<file path="src/rtl/tct_pkg.sv">
package tct_pkg;
   localparam int INSTR_W  = 32;
   localparam int FIELD_W  = 4;
   localparam int CODE_LSB = 20;
   localparam int MOVE_LSB = 16;
   localparam int OPND_LSB = 0;

   localparam logic [FIELD_W-1:0] OP_STALL    = 4'd0;
   localparam logic [FIELD_W-1:0] OP_SET_FAST = 4'd1;
   localparam logic [FIELD_W-1:0] OP_SET_NORM = 4'd2;
   localparam logic [FIELD_W-1:0] OP_CLR_FAST = 4'd3;
   localparam logic [FIELD_W-1:0] OP_CLR_NORM = 4'd4;
   localparam logic [FIELD_W-1:0] OP_STAMP    = 4'd5;
   localparam logic [FIELD_W-1:0] OP_LAST     = OP_STAMP;
endpackage

</file>
<file path="src/rtl/tct_regfile.sv">
module tct_regfile #(
   parameter int DATA_W = 32,
   parameter int NREG   = 16,
   localparam int IDX_W = $clog2(NREG)
) (
   input  logic              clk,
   input  logic              rst_n,
   input  logic              mv_we,
   input  logic [IDX_W-1:0]  mv_idx,
   input  logic [DATA_W-1:0] mv_data,
   input  logic              cap_we,
   input  logic [IDX_W-1:0]  cap_idx,
   input  logic [DATA_W-1:0] cap_data,
   input  logic [IDX_W-1:0]  rd_a_idx,
   output logic [DATA_W-1:0] rd_a,
   input  logic [IDX_W-1:0]  rd_b_idx,
   output logic [DATA_W-1:0] rd_b
);
   logic [DATA_W-1:0] regs [NREG];

   always_ff @(posedge clk or negedge rst_n) begin
      if (!rst_n) begin
         for (int i = 0; i < NREG; i++) regs[i] <= '0;
      end else begin
         for (int i = 0; i < NREG; i++) begin
            if (cap_we && cap_idx == IDX_W'(i))
               regs[i] <= cap_data;
            else if (mv_we && mv_idx == IDX_W'(i))
               regs[i] <= mv_data;
         end
      end
   end

   assign rd_a = regs[rd_a_idx];
   assign rd_b = regs[rd_b_idx];

   assert_move_lands_R2: assert property (@(posedge clk) disable iff (!rst_n)
      (mv_we && !(cap_we && cap_idx == mv_idx)) |=> regs[$past(mv_idx)] == $past(mv_data));

   assert_capture_lands_R8: assert property (@(posedge clk) disable iff (!rst_n)
      cap_we |=> regs[$past(cap_idx)] == $past(cap_data));
endmodule

</file>
<file path="src/rtl/tct_stall.sv">
module tct_stall #(
   parameter int CNT_W = 32
) (
   input  logic             clk,
   input  logic             rst_n,
   input  logic             start,
   input  logic [CNT_W-1:0] len,
   output logic             busy,
   output logic             done
);
   logic [CNT_W-1:0] remain;

   always_ff @(posedge clk or negedge rst_n) begin
      if (!rst_n) begin
         busy   <= 1'b0;
         done   <= 1'b0;
         remain <= '0;
      end else begin
         done <= 1'b0;
         if (busy) begin
            remain <= remain - CNT_W'(1);
            if (remain == CNT_W'(1)) begin
               busy <= 1'b0;
               done <= 1'b1;
            end
         end else if (start) begin
            if (len == '0) begin
               done <= 1'b1;
            end else begin
               busy   <= 1'b1;
               remain <= len;
            end
         end
      end
   end

   assert_done_idle_R3: assert property (@(posedge clk) disable iff (!rst_n)
      done |-> !busy);

   assert_end_pulses_R3: assert property (@(posedge clk) disable iff (!rst_n)
      $fell(busy) |-> done);
endmodule

</file>
<file path="src/rtl/tct_line_timer.sv">
module tct_line_timer #(
   parameter int CNT_W = 32
) (
   input  logic             clk,
   input  logic             rst_n,
   input  logic             sched,
   input  logic             clear,
   input  logic [CNT_W-1:0] delay,
   output logic             line_n
);
   logic [CNT_W-1:0] cnt;
   logic             armed;

   always_ff @(posedge clk or negedge rst_n) begin
      if (!rst_n) begin
         line_n <= 1'b1;
         armed  <= 1'b0;
         cnt    <= '0;
      end else if (clear) begin
         line_n <= 1'b1;
         armed  <= 1'b0;
      end else if (sched) begin
         if (delay == '0) begin
            line_n <= 1'b0;
            armed  <= 1'b0;
         end else begin
            cnt   <= delay;
            armed <= 1'b1;
         end
      end else if (armed) begin
         if (cnt == CNT_W'(1)) begin
            line_n <= 1'b0;
            armed  <= 1'b0;
         end else begin
            cnt <= cnt - CNT_W'(1);
         end
      end
   end

   assert_release_high_R6: assert property (@(posedge clk) disable iff (!rst_n)
      clear |=> line_n);

   assert_fall_cause_R4: assert property (@(posedge clk) disable iff (!rst_n)
      $fell(line_n) |-> $past(!clear && ((sched && delay == '0) ||
                                         (!sched && armed && cnt == CNT_W'(1)))));
endmodule

</file>
<file path="src/rtl/timed_test_copro.sv">
module timed_test_copro #(
   parameter int DATA_W = 32,
   parameter int NREG   = 16
) (
   input  logic                           clk,
   input  logic                           rst_n,
   input  logic [tct_pkg::INSTR_W-1:0]    op_instr,
   input  logic                           mv_to_valid,
   input  logic [DATA_W-1:0]              mv_wdata,
   input  logic                           cmd_valid,
   output logic [DATA_W-1:0]              mv_rdata,
   output logic                           busy,
   output logic                           done,
   output logic                           refused,
   output logic                           fiq_n,
   output logic                           irq_n
);
   import tct_pkg::*;

   localparam int IDX_W  = $clog2(NREG);
   localparam int NLINES = 2;

   if (IDX_W > FIELD_W || NREG != (1 << IDX_W)) begin : g_bad_nreg
      $error("NREG must be a power of two no larger than the index field");
   end
   if (DATA_W < 8) begin : g_bad_width
      $error("DATA_W too small");
   end

   logic [FIELD_W-1:0] code;
   logic [IDX_W-1:0]   mv_idx, opnd_idx;
   logic [DATA_W-1:0]  opnd_val, cyc;
   logic               accept, legal, stall_done, ack_r;
   logic [NLINES-1:0]  lines_n;
   logic               unused_fields;

   assign code     = op_instr[CODE_LSB +: FIELD_W];
   assign mv_idx   = op_instr[MOVE_LSB +: IDX_W];
   assign opnd_idx = op_instr[OPND_LSB +: IDX_W];
   assign unused_fields = ^{op_instr[INSTR_W-1:CODE_LSB+FIELD_W],
                            op_instr[MOVE_LSB-1:OPND_LSB+FIELD_W]};

   assign accept = cmd_valid && !busy;
   assign legal  = (code <= OP_LAST);

   always_ff @(posedge clk or negedge rst_n) begin
      if (!rst_n) cyc <= '0;
      else        cyc <= cyc + DATA_W'(1);
   end

   tct_regfile #(.DATA_W(DATA_W), .NREG(NREG)) u_regs (
      .clk      (clk),
      .rst_n    (rst_n),
      .mv_we    (mv_to_valid),
      .mv_idx   (mv_idx),
      .mv_data  (mv_wdata),
      .cap_we   (accept && code == OP_STAMP),
      .cap_idx  (opnd_idx),
      .cap_data (cyc),
      .rd_a_idx (mv_idx),
      .rd_a     (mv_rdata),
      .rd_b_idx (opnd_idx),
      .rd_b     (opnd_val)
   );

   tct_stall #(.CNT_W(DATA_W)) u_stall (
      .clk   (clk),
      .rst_n (rst_n),
      .start (accept && code == OP_STALL),
      .len   (opnd_val),
      .busy  (busy),
      .done  (stall_done)
   );

   for (genvar k = 0; k < NLINES; k++) begin : g_line
      localparam logic [FIELD_W-1:0] SET_C = (k == 0) ? OP_SET_FAST : OP_SET_NORM;
      localparam logic [FIELD_W-1:0] CLR_C = (k == 0) ? OP_CLR_FAST : OP_CLR_NORM;
      tct_line_timer #(.CNT_W(DATA_W)) u_timer (
         .clk    (clk),
         .rst_n  (rst_n),
         .sched  (accept && code == SET_C),
         .clear  (accept && code == CLR_C),
         .delay  (opnd_val),
         .line_n (lines_n[k])
      );
   end

   assign fiq_n = lines_n[0];
   assign irq_n = lines_n[1];

   always_ff @(posedge clk or negedge rst_n) begin
      if (!rst_n) begin
         ack_r   <= 1'b0;
         refused <= 1'b0;
      end else begin
         ack_r   <= accept && legal && code != OP_STALL;
         refused <= accept && !legal;
      end
   end

   assign done = stall_done | ack_r;

   assert_cycle_step_R8: assert property (@(posedge clk) disable iff (!rst_n)
      rst_n |=> cyc == $past(cyc) + DATA_W'(1));

   assert_refuse_no_done_R9: assert property (@(posedge clk) disable iff (!rst_n)
      refused |-> !done);

   assert_busy_ignores_R10: assert property (@(posedge clk) disable iff (!rst_n)
      (busy && cmd_valid) |=> !refused);

   assert_ack_single_R11: assert property (@(posedge clk) disable iff (!rst_n)
      !(stall_done && ack_r));
endmodule

</file>
<file path="config.mk">
export PLATFORM = sky130hd
export DESIGN_NAME = timed_test_copro
export DESIGN_NICKNAME = d
export VERILOG_FILES = /design/src/rtl/tct_pkg.sv /design/src/rtl/tct_regfile.sv /design/src/rtl/tct_stall.sv /design/src/rtl/tct_line_timer.sv /design/src/rtl/timed_test_copro.sv
export SDC_FILE = /design/constraint.sdc
export NUM_CORES = 2
export LEC_CHECK = 0
export BUFFER_PORTS_ARGS = -buffer_cell sky130_fd_sc_hd__buf_2
export CAP_MARGIN = 20
export CORE_UTILIZATION = 35
export DETAILED_ROUTE_END_ITERATION = 16
export PLACE_DENSITY = 0.59
export SYNTH_ARGS = -nofsm -noshare
export SYNTH_HDL_FRONTEND = slang
export SYNTH_SLANG_ARGS = --single-unit
</file>
<file path="constraint.sdc">
create_clock -name clk -period 7.7 [get_ports clk]
set_clock_uncertainty 0.2 [all_clocks]
set_input_delay 1.54 -clock clk [delete_from_list [all_inputs] [get_ports clk]]
set_output_delay 1.54 -clock clk [all_outputs]
set_load 0.1 [all_outputs]
</file>
Yosys cells after proc, flatten, opt, wreduce, memory -nomap -nowiden
Cells that the tools add are included.
W data, S select, Z words.
{ "word_totals": {"ff_bits": 648, "input_bits": 68, "elab_cells": 234} }
{ "op_classes": {"add_sub_neg": 4, "magnitude_cmp": 3, "n_eq_ne": 45, "mux": 72, "n_bitwise": 5, "reduce_logical": 77} }
{ "ops": {"columns": ["operator", "n"], "rows": [
  ["$mux W32", 45],
  ["$bmux W32 S4", 2],
  ["$eq A32 B1 Y1 const B", 3],
  ["$sub A32 B1 Y32 const B", 3],
  ["$eq A4 B4 Y1 const B", 16],
  ["$logic_and A1 B1 Y1", 42],
  ["$eq A4 B3 Y1 const B", 10],
  ["$reduce_bool A2 Y1", 19],
  ["$add A32 B1 Y32 const B", 1],
  ["$logic_not A32 Y1", 1],
  ["$mux W1", 25],
  ["$eq A4 B2 Y1 const B", 6],
  ["$eq A4 B1 Y1 const B", 3],
  ["$logic_not A4 Y1", 3],
  ["$reduce_bool A3 Y1", 4],
  ["$ge A5 B5 Y1 const B", 2],
  ["$not A4 Y5", 2],
  ["$reduce_and A4 Y1", 2],
  ["$ne A2 B2 Y1 const B", 3],
  ["$ne A3 B3 Y1 const B", 2],
  ["$reduce_and A3 Y1", 2],
  ["$le A4 B3 Y1 const B", 1],
  ["$ne A2 B1 Y1 const B", 2],
  ["$reduce_bool A4 Y1", 1],
  ["other kinds (4)", 6]
]} }

Longest topological paths before layout
{ "logic_depth": {"depth_word": 8, "depth_mapped": 13} }

Modules after synthesis
Synthesis repeated with hierarchy kept, for this count alone.
{ "hier_totals": {"cells_unflattened": 4626, "hier_area_um2": 42284.3} }
{ "modules_own_cells": {"columns": ["mod", "n_inst", "cells_each", "area_per_inst_um2", "seq_area_each_um2"], "rows": [
  ["tct_regfile", 1, 3672, 33586.0, 12812.3],
  ["tct_line_timer", 2, 288, 2422.3, 852.1],
  ["tct_stall", 1, 242, 2218.4, 850.8],
  ["timed_test_copro", 1, 136, 1635.3, 850.8]
]} }

Worst setup path after synthesis
OpenSTA, ideal clock, no wires.
{ "synth_path": {"path_type": "input-to-output", "from": "input port op_instr[16] (netlist name)", "to": "output port mv_rdata[0]", "arrival_time_ps": 3874, "t_required_ps": 5960, "setup_slack_ps": 2086, "stages": 5, "cell_sequence": "clkbuf_1 -> clkbuf_1 -> buf_1 -> mux4_2 -> mux4_2"} }
{ "synth_between": {"elab_chain_cells": 4} }
{ "synth_lines": {"columns": ["item", "line", "source"], "rows": [
  ["start, declared", "timed_test_copro.sv:7", "input logic [tct_pkg::INSTR_W-1:0] op_instr,"],
  ["$not A4 Y5 (implied by the code)", "tct_regfile.sv:34", "assign rd_a = regs[rd_a_idx];"],
  ["$bmux W32 S4", "tct_regfile.sv:34", null],
  ["$mux W32 (implied by the code) (2 in series)", "tct_regfile.sv:34", null],
  ["end, declared", "timed_test_copro.sv:11", "output logic [DATA_W-1:0] mv_rdata,"]
]} }
No other way between the ends. The select of a mux whose other input is x is not followed.

Final worst setup path
{ "layout_path": {"from": "input port op_instr[16] (netlist name)", "to": "output port mv_rdata[23]"} }
Same word-level chain as after synthesis.

==> metrics.md <==
| Metric | Value |
|---|---|
| Worst endpoint data arrival time | `about 4.3 ns` |
| CP Buf/Inv Count | `3` |
| Pwr dens | `251 mW/mm2` |
| WL per Instance | `around 26 um` |
| GR Overflow Total | `0` |
| Top cells by area, synth | `dfrtp_1 42%, mux4_2 17%, mux2i_1 13%, a21oi_1 5.7%, nor2_1 5.0%` |
| Max incr delay on CP | `~0.68 ns` |
| Area leader, netlist | `dfrtp_1` |
| Core area | `0.109 mm2` |
| Synth Instances | `3691` |
| Cts hold-fix bufs | `0` |
| CP Class | `in2out` |
| Total Power | `10.8 mW` |
| Hold EP | `g_line[1].u_timer.line_n$_DFFE_PN1P_` |
| Fin nets | `3620` |
| Fin crit period | `between 5 and 6 ns` |
| Worst skew pair latency | `0.66 ns` |
| Commonest non-fill, non-tap cells in the layout | `646 x dfrtp_1, 516 x mux2i_1, 500 x nor2_1` |
| CP max-delay cell | `buf_8` |
| CP endpoint kind | `primary output` |
| Sink Count | `648` |
| DIE WIDTH | `335 um` |
| Post-synthesis average cell area | `10.5 um2` |
| Max-cap violations | `0` |
| H-tree depth | `3` |
| Setup Buffers After CTS | `0` |
| Syn. warnings | `0` |
| Vias | `30100` |
| Filler instances | `10700` |
| Inserted Clock Buffers | `76` |
| Clk root buf | `clkbuf_16` |
| Die area | `0.112 mm2` |
| Final setup viols | `0` |
| TNS Setup | `0 ns` |
| Final hold vios | `0` |
| CTS tree | `done` |
| Cell area after synthesis | `0.0388 mm2` |
| Static leakage | `18.6 nW` |
| Main flop type after synthesis | `dfrtp_1` |
| Yosys reg bits | `648` |
| RSZ-0062 raised after global routing | `no` |
| 1st-iter DRT viols | `3508` |
| Resized cells post-CTS | `0` |
| Area Overhead vs Synth | `11.1%` |
| Initial Util | `0.355` |
| Reg2reg end | `g_line[0].u_timer.cnt[1]$_DFFE_PN0P_` |
| Fmax achieved | `167 MHz` |
| Max-slew headroom | `0.253` |
| EDFF count, synth | `0` |
| Min Hold Slack | `0.297 ns` |
| Synth async-reset ratio | `1.00` |
| Cell count of the worst reg-to-reg path | `9` |
| Yosys top cell area share | `0.417` |
| VDD IR-drop max | `approximately 0.19 mV` |
| Largest net degree at the start of global routing | `163` |
| Vias in the first global route | `29200` |
| Port Buffers | `84` |
| Share of cells above drive strength 1 | `0.174` |
| Sequential Area | `0.0162 mm2` |
| CP Data Required Time | `roughly 6 ns` |
| Worst r2r src | `u_regs.regs[131]$_DFFE_PN0P_` |
| Sequential area share after synthesis | `0.418` |
| Synth cell types | `67` |
| Hold path depth | `2` |
| Dpl hpwl | `around 75000 um` |
| Clk buf depth | `3` |
| Status | `finished clean` |
| Final Slew Violations | `0` |
| Largest fanout on the critical path | `75` |
| Commonest non-fill, non-tap cell in the layout | `dfrtp_1` |
| Mapped Nets | `3766` |
| Area of the multi-input gates | `0.0213 mm2` |
| Crit path max-delay family | `buffers and inverters` |
| Pre-antenna DRT Iters | `5` |
| CP Launch Type | `primary input` |
| R2r setup slk | `roughly 3.4 ns` |
| Crit share post-route | `0.778` |
| Worst slew pin tran | `roughly 1.1 ns` |
| Via density | `5.93` |
| I/O Pins | `105` |
| Crit path top cell by count | `mux4_2` |
| Hold WC Path Type | `reg2reg` |
| DRC | `0` |
| Antenna-violating nets left | `0` |
| Clk slew on worst S/H paths | `about 0.06 ns` |
| Number of cell rows | `121` |
| Tot GR Track Use | `0.233` |
| WL final | `132000 um` |
| Worst Hold Launch | `g_line[1].u_timer.line_n$_DFFE_PN1P_` |
| Routability congestion estimate from global placement | `between 0.8 and 0.9` |
| Die Y-Extent | `approximately 330 um` |
| First-pass GRT wire length | `195000 um` |
| Antenna violations before repair | `15` |
| Crit-path cells | `buf_8 -> buf_4 -> mux4_2 -> mux4_2 -> buf_2` |
[cell type report]
type / instances / area share
Clock inverter: 25 / 0.00668
Inverter: 23 / 0.00200
Sequential cell: 648 / 0.376
Antenna cell: 4 / 0.000232
Clock buffer: 114 / 0.0519
Multi-Input combinational cell: 2644 / 0.494
Tap cell: 1476 / 0.0429
Timing Repair Buffer: 152 / 0.0262
[report_power, final]
| part | switching, mW | internal (mW) | total [mW] |
|---|---|---|---|
| Clock | 1.56 | 2.13 | 3.69 |
| Combinational | 1.43 | 1.17 | 2.61 |
| Sequential | 0.479 | 4.04 | 4.52 |
| Total | 3.47 | 7.34 | 10.8 |
[worst min-delay path: stages (launching register included)]
cell and delay, ns:
dfstp_2 0.37, o21ai_0 0.05, o21ai_0 0.07
[through the flow]
stage | utilization | instance area (um2) | setup WS (ns) | std cells
after global routing | 0.394 | 43100 | 1.55 | 5083
after CTS | 0.394 | 43100 | 1.65 | 5080
after global placement | 0.370 | 40500 | 1.39 | 4938
after floorplan | - | 38800 | 2.09 | 3691
final | 0.394 | 43100 | 1.71 | 5086
after detailed placement | 0.371 | 40500 | 1.41 | 4941
[state kept, by name (all words and copies together), names as in the netlist]
signal                 flops
u_regs.regs              512
g_line.u_timer.cnt        64
cyc                       32
u_stall.remain            32
g_line.u_timer.armed       2
g_line.u_timer.line_n      2
ack_r                      1
refused                    1
u_stall.busy               1
u_stall.done               1
[cells in the mapped netlist (11+ instances only)]
master	number
mux2i_1	516
a22oi_1	66
a21oi_1	444
o21ai_0	189
nor2_1	513
a31oi_1	13
o22ai_1	15
nor4_1	30
clkbuf_1	310
or4_1	11
a221o_1	11
nand4_1	18
o31ai_1	12
buf_1	44
inv_1	22
nand2_1	236
dfrtp_1	646
xnor2_1	42
o221a_2	15
nor3_1	43
nand3_1	41
mux4_2	288
buf_2	15
or3_1	15
[metal layers]
metal / part of all wire / GRT usage / vias up
li1: - / - / 13300
met1: 0.42 / 0.324 / 15200
met2: 0.46 / 0.363 / 1361
met3: 0.085 / 0.0424 / 287
met4: 0.036 / 0.0851 / 10
met5: 0.00039 / 0 / -
[worst max-delay path by stage]
stage	startpoint	to	slack, ns	cells after the start
final	op_instr[16]	mv_rdata[23]	1.71	5
after global placement	op_instr[0]	u_stall.remain[1]$_DFFE_PN0P_	1.39	11
after detailed placement	op_instr[0]	u_stall.remain[1]$_DFFE_PN0P_	1.41	11
after CTS	op_instr[16]	mv_rdata[23]	1.65	5
after global routing	op_instr[16]	mv_rdata[23]	1.55	5
after floorplan	op_instr[16]	mv_rdata[0]	2.09	5
[kinds of logic after synthesis]
group / share of synthesized area
adders and majority gates: 0.00226
xor gates and xnor gates: 0.0113
DFF: 0.418
muxes: 0.301
buffers and inverters: 0.0400
AOI/OAI and AO/OA: 0.121
and+or+nand+nor: 0.106
Note: power is estimated with default switching activity, not from simulation.
